**src/rtl/bmc_rx_pkg.sv**
```systemverilog
package bmc_rx_pkg;

    localparam int SLOTS    = 28;   // data cells after the sync pattern
    localparam int AUD_BITS = 24;   // audio field, LSB first
    localparam int OUT_BITS = 16;   // bits delivered

    typedef enum logic [1:0] {FS_HUNT, FS_PRE, FS_DATA} fstate_e;
    typedef enum logic [1:0] {PT_B, PT_M, PT_W} pream_e;

    // run width in half cells; 0 means out of range
    typedef logic [1:0] hcw_t;

    typedef struct packed {
        logic [OUT_BITS-1:0] pcm;
        logic                right;
        logic                blk;
    } word_t;

    function automatic int cell_clocks(int clk_hz, bit rate48);
        int fs;
        fs = rate48 ? 48000 : 44100;
        return clk_hz / (fs * 64);
    endfunction

    // expected run width of sync pattern p at position idx
    function automatic hcw_t pre_run(pream_e p, logic [1:0] idx);
        hcw_t r;
        case (idx)
            2'd1:    r = (p == PT_B) ? 2'd1 : (p == PT_M) ? 2'd3 : 2'd2;
            2'd2:    r = 2'd1;
            2'd3:    r = (p == PT_B) ? 2'd3 : (p == PT_M) ? 2'd1 : 2'd2;
            default: r = 2'd3;
        endcase
        return r;
    endfunction

endpackage

```
**src/rtl/bmc_sync_edge.sv**
```systemverilog
module bmc_sync_edge #(
    parameter int SYNC_STAGES = 2
) (
    input  logic clk,
    input  logic rst,
    input  logic din,
    output logic lvl_o,
    output logic edg_o
);
    logic [SYNC_STAGES:0] sh;

    always_ff @(posedge clk) begin
        if (rst) sh <= '0;
        else     sh <= {sh[SYNC_STAGES-1:0], din};
    end

    assign lvl_o = sh[SYNC_STAGES-1];
    assign edg_o = sh[SYNC_STAGES-1] ^ sh[SYNC_STAGES];
endmodule

```
**src/rtl/bmc_width_meter.sv**
```systemverilog
module bmc_width_meter
    import bmc_rx_pkg::*;
#(
    parameter int CELL = 16
) (
    input  logic clk,
    input  logic rst,
    input  logic edg,
    output hcw_t w_o
);
    localparam int T1 = (3 * CELL) / 4;
    localparam int T2 = (5 * CELL) / 4;
    localparam int T3 = (7 * CELL) / 4;
    localparam int CW = $clog2(T3 + 1);

    logic [CW-1:0] cnt;   // clocks since the previous transition, saturating

    always_ff @(posedge clk) begin
        if (rst)                  cnt <= CW'(T3);
        else if (edg)             cnt <= CW'(1);
        else if (cnt != CW'(T3))  cnt <= cnt + 1'b1;
    end

    always_comb begin
        if (int'(cnt) < T1)      w_o = 2'd1;
        else if (int'(cnt) < T2) w_o = 2'd2;
        else if (int'(cnt) < T3) w_o = 2'd3;
        else                     w_o = 2'd0;
    end
endmodule

```
**src/rtl/bmc_cell_sampler.sv**
```systemverilog
module bmc_cell_sampler #(
    parameter int CELL = 16
) (
    input  logic clk,
    input  logic rst,
    input  logic en,
    input  logic edg,
    input  logic lvl,
    output logic bit_v,
    output logic bit_d
);
    localparam int Q  = (3 * CELL) / 4;
    localparam int QW = $clog2(Q + 1);

    logic          busy;
    logic          ref_lvl;
    logic [QW-1:0] q;

    always_ff @(posedge clk) begin
        if (rst) begin
            busy    <= 1'b0;
            ref_lvl <= 1'b0;
            q       <= '0;
            bit_v   <= 1'b0;
            bit_d   <= 1'b0;
        end else begin
            bit_v <= 1'b0;
            if (!en) begin
                busy <= 1'b0;
            end else if (!busy) begin
                if (edg) begin
                    busy    <= 1'b1;
                    ref_lvl <= lvl;
                    q       <= QW'(1);
                end
            end else if (q == QW'(Q)) begin
                busy  <= 1'b0;
                bit_v <= 1'b1;
                bit_d <= lvl ^ ref_lvl;
            end else begin
                q <= q + 1'b1;
            end
        end
    end


    ref_hold_chk: assert property (@(posedge clk) disable iff (rst)
        (busy && en && edg) |=> $stable(ref_lvl));


    bit_src_chk: assert property (@(posedge clk) disable iff (rst)
        bit_v |-> $past(busy));
endmodule

```
**src/rtl/bmc_framer.sv**
```systemverilog
module bmc_framer
    import bmc_rx_pkg::*;
(
    input  logic  clk,
    input  logic  rst,
    input  logic  edg,
    input  hcw_t  w,
    input  logic  bit_v,
    input  logic  bit_d,
    output logic  dec_en,
    output word_t word_o,
    output logic  valid_o,
    output logic  err_o
);
    fstate_e             st;
    pream_e              pt;
    logic [1:0]          pidx;
    logic [4:0]          slot;
    logic [AUD_BITS-1:0] sh;
    logic                par;
    logic                arm;

    assign arm    = (st == FS_PRE) && edg && (pidx == 2'd3) && (w == pre_run(pt, 2'd3));
    assign dec_en = (st == FS_DATA) || arm;

    always_ff @(posedge clk) begin
        if (rst) begin
            st      <= FS_HUNT;
            pt      <= PT_M;
            pidx    <= '0;
            slot    <= '0;
            sh      <= '0;
            par     <= 1'b0;
            word_o  <= '0;
            valid_o <= 1'b0;
            err_o   <= 1'b0;
        end else begin
            valid_o <= 1'b0;
            err_o   <= 1'b0;
            case (st)
                FS_HUNT: begin
                    if (edg && w == 2'd3) begin
                        st   <= FS_PRE;
                        pidx <= 2'd1;
                    end
                end
                FS_PRE: begin
                    if (edg) begin
                        if (pidx == 2'd1) begin
                            pidx <= 2'd2;
                            case (w)
                                2'd1:    pt <= PT_B;
                                2'd3:    pt <= PT_M;
                                2'd2:    pt <= PT_W;
                                default: st <= FS_HUNT;
                            endcase
                        end else if (w == pre_run(pt, pidx)) begin
                            if (pidx == 2'd3) begin
                                st   <= FS_DATA;
                                slot <= '0;
                                par  <= 1'b0;
                            end
                            pidx <= pidx + 1'b1;
                        end else if (w == 2'd3) begin
                            pidx <= 2'd1;        // a fresh long run restarts the pattern
                        end else begin
                            st <= FS_HUNT;
                        end
                    end
                end
                FS_DATA: begin
                    if (edg && w == 2'd3) begin
                        st   <= FS_PRE;          // stray long run: abandon and resync
                        pidx <= 2'd1;
                    end else if (edg && w == 2'd0) begin
                        st <= FS_HUNT;
                    end else if (bit_v) begin
                        par  <= par ^ bit_d;
                        slot <= slot + 1'b1;
                        if (slot < 5'(AUD_BITS))
                            sh <= {bit_d, sh[AUD_BITS-1:1]};
                        if (slot == 5'(SLOTS - 1)) begin
                            st <= FS_HUNT;
                            if ((par ^ bit_d) == 1'b0) begin
                                valid_o      <= 1'b1;
                                word_o.pcm   <= sh[AUD_BITS-1 -: OUT_BITS];
                                word_o.right <= (pt == PT_W);
                                word_o.blk   <= (pt == PT_B);
                            end else begin
                                err_o <= 1'b1;
                            end
                        end
                    end
                end
                default: st <= FS_HUNT;
            endcase
        end
    end


    valid_pulse_chk: assert property (@(posedge clk) disable iff (rst)
        valid_o |=> !valid_o);


    valid_err_excl_chk: assert property (@(posedge clk) disable iff (rst)
        !(valid_o && err_o));


    valid_src_chk: assert property (@(posedge clk) disable iff (rst)
        valid_o |-> $past(bit_v && st == FS_DATA));


    pre_idx_chk: assert property (@(posedge clk) disable iff (rst)
        (st == FS_PRE) |-> (pidx != 2'd0));
endmodule

```
**src/rtl/bmc_audio_rx.sv**
```systemverilog
module bmc_audio_rx
    import bmc_rx_pkg::*;
#(
    parameter int CLK_HZ      = 50_000_000,
    parameter bit RATE_48K    = 1'b1,
    parameter int SYNC_STAGES = 2
) (
    input  logic        clk,
    input  logic        rst,
    input  logic        bmc_in,
    output logic        sample_valid,
    output logic [15:0] sample_pcm,
    output logic        sample_right,
    output logic        block_start,
    output logic        parity_err
);
    localparam int CELL = cell_clocks(CLK_HZ, RATE_48K);

    logic  lvl, edg, dec_en, bit_v, bit_d;
    hcw_t  w;
    word_t word;

    bmc_sync_edge #(.SYNC_STAGES(SYNC_STAGES)) u_sync (
        .clk(clk), .rst(rst), .din(bmc_in), .lvl_o(lvl), .edg_o(edg)
    );

    bmc_width_meter #(.CELL(CELL)) u_width (
        .clk(clk), .rst(rst), .edg(edg), .w_o(w)
    );

    bmc_cell_sampler #(.CELL(CELL)) u_cell (
        .clk(clk), .rst(rst), .en(dec_en), .edg(edg), .lvl(lvl),
        .bit_v(bit_v), .bit_d(bit_d)
    );

    bmc_framer u_frame (
        .clk(clk), .rst(rst), .edg(edg), .w(w), .bit_v(bit_v), .bit_d(bit_d),
        .dec_en(dec_en), .word_o(word), .valid_o(sample_valid), .err_o(parity_err)
    );

    assign sample_pcm   = word.pcm;
    assign sample_right = word.right;
    assign block_start  = word.blk;
endmodule

```
**config.mk**
```make
export PLATFORM = sky130hd
export DESIGN_NAME = bmc_audio_rx
export DESIGN_NICKNAME = d
export VERILOG_FILES = /design/src/rtl/bmc_rx_pkg.sv /design/src/rtl/bmc_sync_edge.sv /design/src/rtl/bmc_width_meter.sv /design/src/rtl/bmc_cell_sampler.sv /design/src/rtl/bmc_framer.sv /design/src/rtl/bmc_audio_rx.sv
export SDC_FILE = /design/constraint.sdc
export NUM_CORES = 1
export LEC_CHECK = 0
export BUFFER_PORTS_ARGS = -buffer_cell sky130_fd_sc_hd__buf_2
export CAP_MARGIN = 25
export CORE_MARGIN = 8
export CORE_UTILIZATION = 45
export CTS_CLUSTER_SIZE = 10
export DETAILED_ROUTE_END_ITERATION = 12
export PLACE_DENSITY_LB_ADDON = 0.15
export SLEW_MARGIN = 30
export SYNTH_ARGS = -nofsm -noshare
export SYNTH_HDL_FRONTEND = slang
export SYNTH_HIERARCHICAL = 1
export SYNTH_SLANG_ARGS = --single-unit
```
**constraint.sdc**
```tcl
create_clock -name clk -period 7.2 [get_ports clk]
set_input_delay 1.08 -clock clk [delete_from_list [all_inputs] [get_ports clk]]
set_output_delay 1.08 -clock clk [all_outputs]
set_load 0.02 [all_outputs]
```
# ---- After elaboration in Yosys (flattened, before gate mapping)
# Index checks and enable logic that the tools add are counted.
dict set report totals {
  output_inout_bits 20
  register_bits 72
  latchBits 0
  romBits 0
  ram_bits 0
  n_memories 0
  word_cells 153
}
dict set report classes {
  reduce_logical 29
  addsub 4
  n_mul 0
  bitwise_logic 11
  n_eq_ne 31
  order_cmp 4
  muxes 55
  div 0
  n_shift 0
}
# operator count
set ops {}
lappend ops {{$mux 2} 24}
lappend ops {{$mux 5} 9}
lappend ops {{$ne 4x4->1 const B} 5}
lappend ops {{$lt 5x5->1 const B} 3}
lappend ops {{$ne 2x2->1 const B} 7}
lappend ops {{$mux 1} 13}
lappend ops {{$eq 2x2->1 const B} 6}
lappend ops {{$mux 4} 3}
lappend ops {{$pmux 2 s3} 2}
lappend ops {{$add 5x1->5 const B} 2}
lappend ops {{$pmux 5 s2} 1}
lappend ops {{$reduce_and 3->1} 3}
lappend ops {{$eq 2x1->1 const B} 4}
lappend ops {{$not 1->1} 8}
lappend ops {{$pmux 2 s2} 2}
lappend ops {{$reduce_and 4->1} 2}
lappend ops {{$reduce_and 8->1} 1}
lappend ops {{$reduce_bool 2->1} 4}
lappend ops {{$reduce_and 7->1} 1}
lappend ops {{$logic_not 2->1} 3}
lappend ops {{$ne 2x1->1 const B} 3}
lappend ops {{$reduce_and 6->1} 1}
lappend ops {{$reduce_or 2->1} 3}
lappend ops {{$reduce_or 3->1} 2}
lappend ops {{15 further kinds} 22}

# ---- Longest topological paths before layout
# Gate-level depths: netlist (run 1).
dict set report logic_depth {
  word_depth 13
  ltp_mapped 11
  mapped_depth_nobuf 9
}

# ---- Modules after synthesis
# Netlist (run 1), hierarchy kept.
# mod area_each_um2 n_inst seq_area_each_um2 cells_each
set modules_own_cells {}
lappend modules_own_cells {bmc_framer 2057.0 1 960.9 244}
lappend modules_own_cells {bmc_cell_sampler 374.1 1 160.2 42}
lappend modules_own_cells {bmc_width_meter 256.5 1 100.1 26}
lappend modules_own_cells {bmc_sync_edge 87.6 1 60.1 7}

# ---- Worst setup path before layout (run 1)
# No wires, ideal clock.
dict set report synth_path {
  path_type {flip-flop to flip-flop}
  start {register u_width.cnt[3]}
  end {register u_cell.q[3]}
  period_less_slack_ns 2.330
  path_stages_with_launch 11
  arrival_time_ns 2.256
  setup_ns 0.074
  path_slack_ns 4.870
  path_cell_list {dfxtp_1 > nand2_1 > xnor2_1 > clkbuf_1 > and2_1 > a21oi_1 > and2_1 > o21ai_0 > nand2_1 > or3_1 > a31oi_1}
}
dict set report synth_between {
  elab_chain_len 8
  elab_cells_between_ends 10
  cone_classes {order compare (3); eq/ne (1); mux (3); reduce/logical (3)}
}
# element line
set synth_rtl {}
lappend synth_rtl {{from (decl)} bmc_width_meter.sv:16} ;# logic [CW-1:0] cnt;
lappend synth_rtl {{from (signal assigned)} bmc_width_meter.sv:19} ;# if (rst) cnt <= CW'(T3);
lappend synth_rtl {{from (signal assigned)} bmc_width_meter.sv:21} ;# else if (cnt != CW'(T3)) cnt <= cnt + 1'b1;
lappend synth_rtl {{$lt 5x5->1} bmc_width_meter.sv:27} ;# else if (int'(cnt) < T3) w_o = 2'd3;
lappend synth_rtl {{$mux 2} bmc_width_meter.sv:27}
lappend synth_rtl {{$mux 2} bmc_width_meter.sv:26} ;# else if (int'(cnt) < T2) w_o = 2'd2;
lappend synth_rtl {{$mux 2 (*)} bmc_width_meter.sv:25} ;# if (int'(cnt) < T1) w_o = 2'd1;
lappend synth_rtl {{via w[1]} bmc_audio_rx.sv:20} ;# hcw_t w;
lappend synth_rtl {{$eq 2x2->1 (*)} bmc_framer.sv:23} ;# assign arm = (st == FS_PRE) && edg && (pidx == 2'd3) && (w == pre_run(pt, 2'd3));
lappend synth_rtl {{$logic_and 1x1->1 (*)} bmc_framer.sv:23}
lappend synth_rtl {{$logic_or 1x1->1 (*)} bmc_framer.sv:24} ;# assign dec_en = (st == FS_DATA) || arm;
lappend synth_rtl {{via dec_en} bmc_audio_rx.sv:19} ;# logic lvl, edg, dec_en, bit_v, bit_d;
lappend synth_rtl {{$reduce_and 3->1 (no line) (*)} n/a}
lappend synth_rtl {{to (signal assigned)} bmc_cell_sampler.sv:41} ;# q <= q + 1'b1;
lappend synth_rtl {{to (decl)} bmc_cell_sampler.sv:17} ;# logic [QW-1:0] q;
# The timed path passes the listed nets; every way through them passes the cells marked *.
# A chain may end at the register's enable or synchronous reset.

# ---- Worst setup path after layout (run 1)
dict set report layout_path {
  start {register u_width.cnt[2]}
  end {register u_cell.q[3]}
}
# The elaborated chain is that of the path after synthesis.

==> key figures, run 1 <==
Clock network
  – Clock Tree Root: clkbuf_8
  – Clock Pin Slew Worst Setup and Hold Paths: 0.07 ns
  – PostCTS Resize Cnt: 0
  – Setup Buffers After CTS: 0
  – Total CTS buffers: 9
  – Clock Latency Late Sink: roughly 0.34 ns
  – CTS H-Tree Depth: 3
  – CTS tree: built
  – Hold-fix buffers, CTS: 0
  – Clock Path Buffers: 2
  – Clk sinks: between 60 and 70

Synth
  – Cells after Synth: 319
  – Library cells used by synthesis: 46
  – Top-area cell type share of the netlist area: 0.462
  – Post-synth EDFFs: 0
  – Synth top area cells: dfxtp_1 (46%), mux2i_1 (6.9%), a21oi_1 (6.5%)
  – Post-synth ARST share: 0
  – Synth Net Count: 329
  – Synth area leader: dfxtp_1
  – Sequential cell area fraction in the yosys report: 0.462
  – Syn_area_per_cell: 8.70 µm²
  – Main flop type after synthesis: dfxtp_1
  – Yosys warnings: 6
  – Yosys reg bits: between 60 and 70
  – Mapped Area: around 2800 µm²

Flow run
  – Max-cap violations: 0

Timing
  – Endpoints failing setup: 0
  – Worst clock skew: 0.00651 ns
  – Sum Neg Setup Slack: 0 ns
  – Rel. slew slack: 0.378
  – Final Max Tran Viols: 0
  – Hold slack: 0.436 ns
  – Fmax: 319 MHz
  – Slew @ Worst Pin: 0.926 ns
  – RSZ-0062 raised after global routing: no
  – Fin crit period: 3.13 ns
  – Final Hold Vio Count: 0
  – Final worst-path cycle share: 0.435

Final layout
  – Area occupied by multi-input gates: ~1400 µm²
  – Commonest non-fill, non-tap cell in the layout: dfxtp_1
  – # nets final: 349
  – Ant diodes: 0
  – Most used cells in the layout excluding fill and tap cells: dfxtp_1 (64), nand2_1 (44), a21oi_1 (35), nor2_1 (26), buf_2 (22)
  – Storage cell area: 1280 µm²
  – Design area: between 3000 and 4000 µm²
  – P&R area growth vs syn: 12.4%
  – Share of post-route cells with drive strength above 1: 0.134
  – Filler cells: 587

Routing
  – DRC viols: 0
  – Post-route ant nets: 0
  – Wire per inst: 12.8 µm
  – Initial DRC Count: 115
  – Final wirelength: 5370 µm
  – Total number of vias: 2,202
  – DRT Pass-1 Iters: 4
  – Vias per cell: roughly 5.3

Power
  – Pwr per Cell Area: 234 nW/µm²
  – Sw Pwr: about 0.00017 W
  – Combinational share of power: 0.064
  – Switching share of power: 0.230
  – Clock power share: 0.435
  – Sequential share of power: 0.501
  – Cell internal pwr: 0.000562 W
  – Static Leak: 1.29 nW
  – Worst vdd ir: 0.156 mV

Place
  – IO buf count: 22
  – Dpl cell area: 2910 µm²
  – Final RePlAce weighted congestion: 0.736
  – Hpwl dp: 3480 µm

Floorplan
  – Die height: 94.5 µm
  – Core area: 5960 µm²
  – Initial Utilization: 0.466
  – Die area: 8940 µm²
  – Row Count: 28
  – Io pins: 23
  – Die Wd: roughly 95 µm

Worst setup path
  – Worst reg2reg endpoint: u_cell/q[3]
  – CP Class: flip-flop to flip-flop
  – Crit-path max FO: 11
  – CP dominant cell by count: o21ai_0
  – Setup slack, reg-to-reg: 4.07 ns
  – Critical Path End Type: flip-flop
  – Reg-to-reg critical path startpoint: u_width/cnt[2]
  – R2r worst-path depth: 9
  – Startpoint types: flip-flop
  – WP data required: 7.40 ns
  – Cell chain of the critical path: nor3b_1 -> a21oi_1 -> nor4bb_1 -> a21oi_1 -> and2_1 -> o21ai_0 -> o21ai_0 -> o21ai_0 -> a31oi_1
  – WP data arrival: 3.33 ns
  – Slowest stage delay, CP: 0.61 ns
  – Slowest-stage cell, CP: a21oi_1

Worst hold path
  – Worst Hold End: u_sync/sh[1]
  – Hold depth: 1
  – Beginning of the worst hold path: u_sync/sh[0]
  – Hold Path Class: flip-flop to flip-flop

GRT
  – First-pass GRT wire length: between 9000 and 10,000 µm
  – Initial antenna violation count: 0
  – All-Layer GR Usage: 0.128
  – GR Overflow Total: 0
  – Largest net degree at the start of global routing: 62
  – Vias in the first global route: 2,029

Outcome
  – Status: finished clean
worst max-delay path: cells and delay by family, from the launching register on:
family,cells,cell delay [ns]
AND/OR/NAND/NOR,3,0.74
flip-flops,1,0.46
AO/OA/AOI/OAI,6,1.77
synthesized netlist by cell type, drive strengths merged, types with 6 or more instances:
| master | instances |
|---|---|
| nand2 | 44 |
| nor2 | 27 |
| nand3 | 12 |
| ha | 7 |
| inv | 14 |
| mux2i | 19 |
| dfxtp | 64 |
| a21oi | 36 |
| clkbuf | 10 |
| nor2b | 6 |
| o21ai | 19 |
cell families after synthesis:
logic type,after synthesis,share of synthesized area
compound gates,77,0.164
fa+ha+maj,7,0.0316
xor+xnor,8,0.0252
simple gates,116,0.202
flops,64,0.462
buf+inv,28,0.0464
mux,19,0.0685
flip-flops by register name, indices dropped and copies added (netlist names), 2 cells and up:
| register | flops |
|---|---|
| u_width/cnt | 5 |
| u_frame/word_o | 18 |
| u_frame/sh | 16 |
| u_frame/pidx | 2 |
| u_frame/pt | 2 |
| u_sync/sh | 3 |
| u_cell/q | 4 |
| u_frame/st | 2 |
| u_frame/slot | 5 |
per-layer routing:
| metal | vias up | part of all wire | global-route usage |
|---|---|---|---|
| met5 | - | 0 | 0 |
| met4 | 0 | 0.012 | 0.0429 |
| met3 | 6 | 0.038 | 0.0476 |
| met2 | 34 | 0.45 | 0.201 |
| met1 | 1020 | 0.50 | 0.158 |
| li1 | 1142 | - | - |
power by group through the flow:
stage / Clock [W] / Sequential, W / Combinational, W
after floorplan: 0 / 0.000371 / 0.0000413
after global placement: 0 / 0.000373 / 0.0000458
after detailed placement: 0 / 0.000373 / 0.0000459
after CTS: 0.000328 / 0.000365 / 0.0000464
after global routing: 0.000343 / 0.000366 / 0.0000527
final: 0.000318 / 0.000365 / 0.0000466
worst max-delay path by stage:
stage	to	slack [ns]	depth (start not counted)	startpoint
floorplan	u_cell/q[3]	4.87	10	u_width/cnt[3]
global placement	u_frame/sh[23]	4.08	7	u_width/cnt[2]
detailed placement	u_cell/q[2]	4.14	9	u_width/cnt[2]
CTS	u_cell/q[2]	4.12	9	u_width/cnt[2]
global route	u_cell/q[3]	3.63	9	u_width/cnt[2]
finish	u_cell/q[3]	4.07	9	u_width/cnt[2]
layout make-up:
class	instances	share of cell area
Clock buffer	12	0.0529
Clock inverter	3	0.0128
Inverter	14	0.0168
Multi-Input combinational cell	227	0.439
Sequential cell	64	0.411
Tap cell	75	0.0301
Timing Repair Buffer	23	0.0377
metrics by stage:
stage          std cells  worst slack [ns]  utilization  total power [W]
2_1_floorplan        319              4.87            -         0.000413
3_3_place_gp         403              4.08        0.489         0.000419
3_5_place_dp         403              4.14        0.489         0.000419
4_1_cts              418              4.12        0.524         0.000739
5_1_grt              418              3.63        0.524         0.000762
6_report             418              4.07        0.524         0.000730
(Power assumes the default switching activity.)
==> run 2, diff against run 1 <==
Clock period 7.2 ns to 2.9 ns, I/O delays scaled along.
==> run 2 against run 1 <==
Clock skew is 0.0041 ns higher. Register-to-register slack worse by 3.6 ns. First-iteration DRC count is 4.3% lower. Non-clock buffer count is 6 higher. Setup slack worse by 3.6 ns. Total power grew to 2.7 times the previous value. Hold slack worse by 0.13 ns. Combinational power grew to 2.8 times the previous value. Cell count is 1.7% higher. Count of clock-buffer cells in the layout is 2 lower. Final area is 3.2% higher.
==> key figures, run 2 (synthesis results as in run 1) <==
Worst setup path
  – Reg-to-reg critical path startpoint: u_width/cnt[4]
  – WP data required: ~3.2 ns
  – Critical Path End Type: flip-flop
  – R2r worst-path depth: 9
  – Setup slack, reg-to-reg: 0.44 ns
  – Worst reg2reg endpoint: u_frame/slot[1]
  – Crit-path max FO: 6
  – Slowest stage delay, CP: between 0.6 and 0.7 ns
  – CP Buf/Inv Count: 1
  – CP delay by family, top: compound AO/OA/AOI/OAI gates
  – CP Class: flip-flop to flip-flop
  – Cell chain of the critical path: nor3b_1 -> a21oi_2 -> buf_4 -> nor3b_1 -> a21oi_1 -> o21ai_0 -> a21boi_0 -> o21ai_0 -> a21oi_1
  – CP startpoint: u_width/cnt[4]
  – Slowest-stage cell, CP: a21boi_0
  – Startpoint types: flip-flop
  – WP data arrival: 2.74 ns

Timing
  – Endpoints failing setup: 0
  – RSZ-0062 raised after global routing: no
  – Sum Neg Setup Slack: 0 ns
  – Final Hold Vio Count: 0
  – Worst clock skew: 0.0106 ns
  – Fin crit period: 2.46 ns
  – Final worst-path cycle share: 0.850
  – Slew @ Worst Pin: about 0.7 ns
  – Final Max Tran Viols: 0
  – Fmax: 406 MHz
  – Rel. slew slack: 0.521

Clock network
  – CTS tree: built
  – CTS H-Tree Depth: 3
  – Setup Buffers After CTS: 0
  – Clk sinks: 64
  – Total CTS buffers: 9
  – Clock Pin Slew Worst Setup and Hold Paths: approximately 0.07 ns
  – PostCTS Resize Cnt: 0
  – Clock Path Buffers: 2
  – Clock Latency Late Sink: about 0.34 ns
  – Hold-fix buffers, CTS: 0
  – Clock Tree Root: clkbuf_8

Routing
  – Wire per inst: 12.8 µm
  – DRC viols: 0
  – Post-route ant nets: 0
  – Total number of vias: 2,186
  – Final wirelength: 5450 µm
  – Vias per cell: 5.14
  – DRT Pass-1 Iters: 4
  – Initial DRC Count: 110

GRT
  – Vias in the first global route: 2,017
  – Initial antenna violation count: 0
  – GR Overflow Total: 0
  – First-pass GRT wire length: 9270 µm
  – Largest net degree at the start of global routing: 37
  – All-Layer GR Usage: 0.131

Worst hold path
  – Hold depth: 2
  – Hold Path Class: primary input to flip-flop
  – Worst Hold End: u_sync/sh[0]
  – Beginning of the worst hold path: bmc_in

Final layout
  – Most used cells in the layout excluding fill and tap cells: dfxtp_1 (64), nand2_1 (44), a21oi_1 (35), nor2_1 (26), buf_2 (22)
  – Ant diodes: 0
  – P&R area growth vs syn: 16.0%
  – Largest register FFs: 18
  – Design area: 3220 µm²
  – Commonest non-fill, non-tap cell in the layout: dfxtp_1
  – # nets final: 355
  – Top flop regs: u_frame/word_o x18, u_frame/sh x16
  – Filler cells: 570
  – Top reg by flops: u_frame/word_o
  – Share of post-route cells with drive strength above 1: 0.151

Place
  – Hpwl dp: 3590 µm
  – Dpl cell area: 2960 µm²
  – Final RePlAce weighted congestion: 0.848
  – IO buf count: 22

Flow run
  – Max-cap violations: 0

Floorplan
  – Die Wd: 94.5 µm
  – Row Count: 28
  – Io pins: 23
  – Initial Utilization: 0.466
  – Core area: 5960 µm²
  – Die area: 8940 µm²
  – Die height: 94.5 µm

Power
  – Worst vdd ir: 0.359 mV
  – Static Leak: roughly 1.3 nW
  – Pwr per Cell Area: 620 nW/µm²

Outcome
  – Status: finished clean
-- run 2: power by group --
part	switching, W	internal, W
Combinational	0.0000751	0.0000549
Sequential	0.0000167	0.000890
Clock	0.000360	0.000599
Total	0.000452	0.00154
-- run 2: per-layer routing --
metal / GRT usage / up-vias / part of all wire
li1: - / 1155 / -
met1: 0.160 / 989 / 0.50
met2: 0.202 / 35 / 0.44
met3: 0.0333 / 7 / 0.040
met4: 0.0819 / 0 / 0.020
met5: 0 / - / 0
-- run 2: stage by stage --
step,worst slack [ns],util,std cells,hold WS (ns),power [W]
finish,0.435,0.540,425,0.306,0.00200
floorplan,0.570,-,319,0.414,0.00102
global route,0.187,0.540,425,0.301,0.00208
CTS,0.170,0.539,425,0.296,0.00202
detailed placement,0.187,0.496,409,0.431,0.00105
global placement,0.373,0.496,409,0.418,0.00105
-- run 2: worst max-delay path by stage --
stage                                  to  depth (start not counted)
after global routing          u_cell/q[1]                          9
final                     u_frame/slot[1]                          9
after CTS                     u_cell/q[3]                          9
after detailed placement      u_cell/q[3]                          9
after global placement        u_cell/q[3]                          9
after floorplan               u_cell/q[3]                         10
-- run 2: final cells by class --
class                      instances  area [µm²]  share of cell area
multi-input combinational        227        1380               0.427
sequential                        64        1280               0.398
timing repair buffer              29         163              0.0505
clock buffer                      10         138              0.0428
clock inverter                     6         115              0.0358
tap                               75        93.8              0.0292
inverter                          14        52.6              0.0163
==> run 3, diff against run 2 <==
Clock period 2.9 ns to 2 ns, I/O delays scaled along.
==> run 3 against run 2 <==
The run now ends with negative setup slack left. Largest cell class unchanged. Final area is 11% higher. Clock skew is 0.00056 ns lower. Flip-flop and latch count stayed put. Highest routed layer unchanged.
==> key figures, run 3 (synthesis results as in run 1) <==
Worst setup path
  – CP Buf/Inv Count: 1
  – Setup slack, reg-to-reg: -0.05 ns
  – CP delay by family, top: simple AND/OR/NAND/NOR gates
  – CP Class: flip-flop to flip-flop
  – Slowest stage delay, CP: 0.47 ns
  – Slowest-stage cell, CP: or4_4
  – WP data arrival: 2.31 ns
  – Critical Path End Type: flip-flop
  – Cell chain of the critical path: ha_4 -> inv_2 -> or4_4 -> a211o_1 -> or2_1 -> or3b_1 -> a21oi_1
  – Startpoint types: flip-flop
  – WP data required: 2.26 ns
  – Crit-path max FO: 2

Flow run
  – Max-cap violations: 0

Timing
  – Fin crit period: 2.05 ns
  – Rel. slew slack: 0.684
  – Endpoints failing setup: 2
  – Final Hold Vio Count: 0
  – Sum Neg Setup Slack: -0.0569 ns
  – Hold slack: 0.179 ns
  – Final worst-path cycle share: 1.02
  – Fmax: 488 MHz
  – RSZ-0062 raised after global routing: yes
  – Final Max Tran Viols: 0
  – Fin worst setup slack: -0.0494 ns
  – Worst clock skew: 0.0101 ns
  – Slew @ Worst Pin: 0.473 ns

Routing
  – DRC viols: 0
  – Initial DRC Count: between 90 and 100
  – Wire per inst: around 12 µm
  – Total number of vias: 2,319
  – DRT Pass-1 Iters: 4
  – Post-route ant nets: 0
  – Vias per cell: slightly above 5
  – Final wirelength: 5540 µm

Final layout
  – P&R area growth vs syn: 28.6%
  – Share of post-route cells with drive strength above 1: 0.285
  – Most used cells in the layout excluding fill and tap cells: dfxtp_1 (59), nand2_1 (41), buf_4 (30), a21oi_1 (29), nor2_1 (26)
  – Final Core Density: 0.599
  – Design area: 3570 µm²
  – Filler cells: 545
  – Top reg by flops: u_frame/word_o
  – Commonest non-fill, non-tap cell in the layout: dfxtp_1
  – Storage cell area: 1290 µm²
  – Area occupied by multi-input gates: 1500 µm²
  – # nets final: about 380
  – Largest register FFs: 18
  – Top flop regs: u_frame/word_o x18, u_frame/sh x16
  – Ant diodes: 0

Worst hold path
  – Hold Path Class: primary input to flip-flop

Place
  – IO buf count: 22
  – Final RePlAce weighted congestion: between 0.8 and 0.9
  – Pre-CTS setup slack: -0.201 ns
  – Dpl cell area: approximately 3300 µm²
  – Hpwl dp: 3830 µm

GRT
  – All-Layer GR Usage: 0.133
  – Largest net degree at the start of global routing: 41
  – Vias in the first global route: 2,246
  – GR Overflow Total: 0
  – First-pass GRT wire length: 9700 µm
  – Initial antenna violation count: 0

Power
  – Cell internal pwr: 0.00210 W
  – Switching share of power: 0.244
  – Pwr per Cell Area: 778 nW/µm²
  – Sequential share of power: 0.472
  – Clock power share: 0.419
  – Static Leak: 1.51 nW
  – Sw Pwr: approximately 0.00068 W
  – Worst vdd ir: 0.381 mV
  – Combinational share of power: 0.109

Floorplan
  – Core area: 5960 µm²
  – Initial Utilization: 0.466
  – Row Count: 28
  – Io pins: 23
  – Die height: 94.5 µm
  – Die Wd: 94.5 µm
  – Die area: 8940 µm²

Clock network
  – CTS tree: built
  – Clock Path Buffers: 2
  – Clock Tree Root: clkbuf_8
  – Total CTS buffers: 9
  – Clock Latency Late Sink: 0.34 ns
  – Hold-fix buffers, CTS: 0
  – CTS H-Tree Depth: 3
  – Clk sinks: 64
  – Clock Pin Slew Worst Setup and Hold Paths: about 0.070 ns

Outcome
  – Status: finished with violations
  – Failing checks: negative setup slack
==> run 3: path summary, 6_finish.rpt <==
kind,end,depth (start not counted),from
worst max-delay path,u_frame/word_o[1],7,u_frame/slot[0]
worst min-delay path,u_sync/sh[0],2,bmc_in
worst max register to register,u_frame/word_o[1],7,u_frame/slot[0]
worst min register to register,u_sync/sh[1],1,u_sync/sh[0]
==> run 3: layout make-up <==
class / instances / share of cell area
repair buffers: 58 / 0.118
flip-flops and latches: 64 / 0.362
clock buffers: 10 / 0.0417
multi-input cells: 227 / 0.419
inverters: 14 / 0.0147
clock inverters: 6 / 0.0182
well taps: 75 / 0.0263
==> run 3: through the flow <==
step | total power [W] | cells
floorplan | 0.00153 | 319
global placement | 0.00161 | 435
detailed placement | 0.00161 | 435
CTS | 0.00280 | 454
global route | 0.00289 | 454
finish | 0.00278 | 454
==> run 3: metal layers <==
metal	global-route usage	share of wire	up-vias
met2	0.213	0.44	37
li1	-	-	1214
met3	0.0468	0.048	8
met1	0.164	0.50	1060
met4	0.0416	0.0096	0
met5	0	0	-
==> run 3: worst register-to-register path, cell delays in order, from the launching register on <==
cell and delay, ns:
dfxtp_2 0.35, ha_4 0.14, inv_2 0.03, or4_4 0.47, a211o_1 0.25, or2_1 0.23
or3b_1 0.38, a21oi_1 0.12
==> run 3: what timing repair did <==
action | CTS | global route
buffers inserted | 3 | 0
gates resized for setup | 12 | 14
pin swaps | 9 | 8
endpoints found under the setup margin | 29 | 38
gates cloned | 0 | 0
==> run 3: power by group through the flow <==
stage                     Clock [W]  Combinational, W  Sequential, W
after floorplan                   0          0.000191        0.00134
after global placement            0          0.000267        0.00134
after detailed placement          0          0.000271        0.00134
after CTS                   0.00119          0.000300        0.00131
after global routing        0.00125          0.000334        0.00131
final                       0.00116          0.000303        0.00131
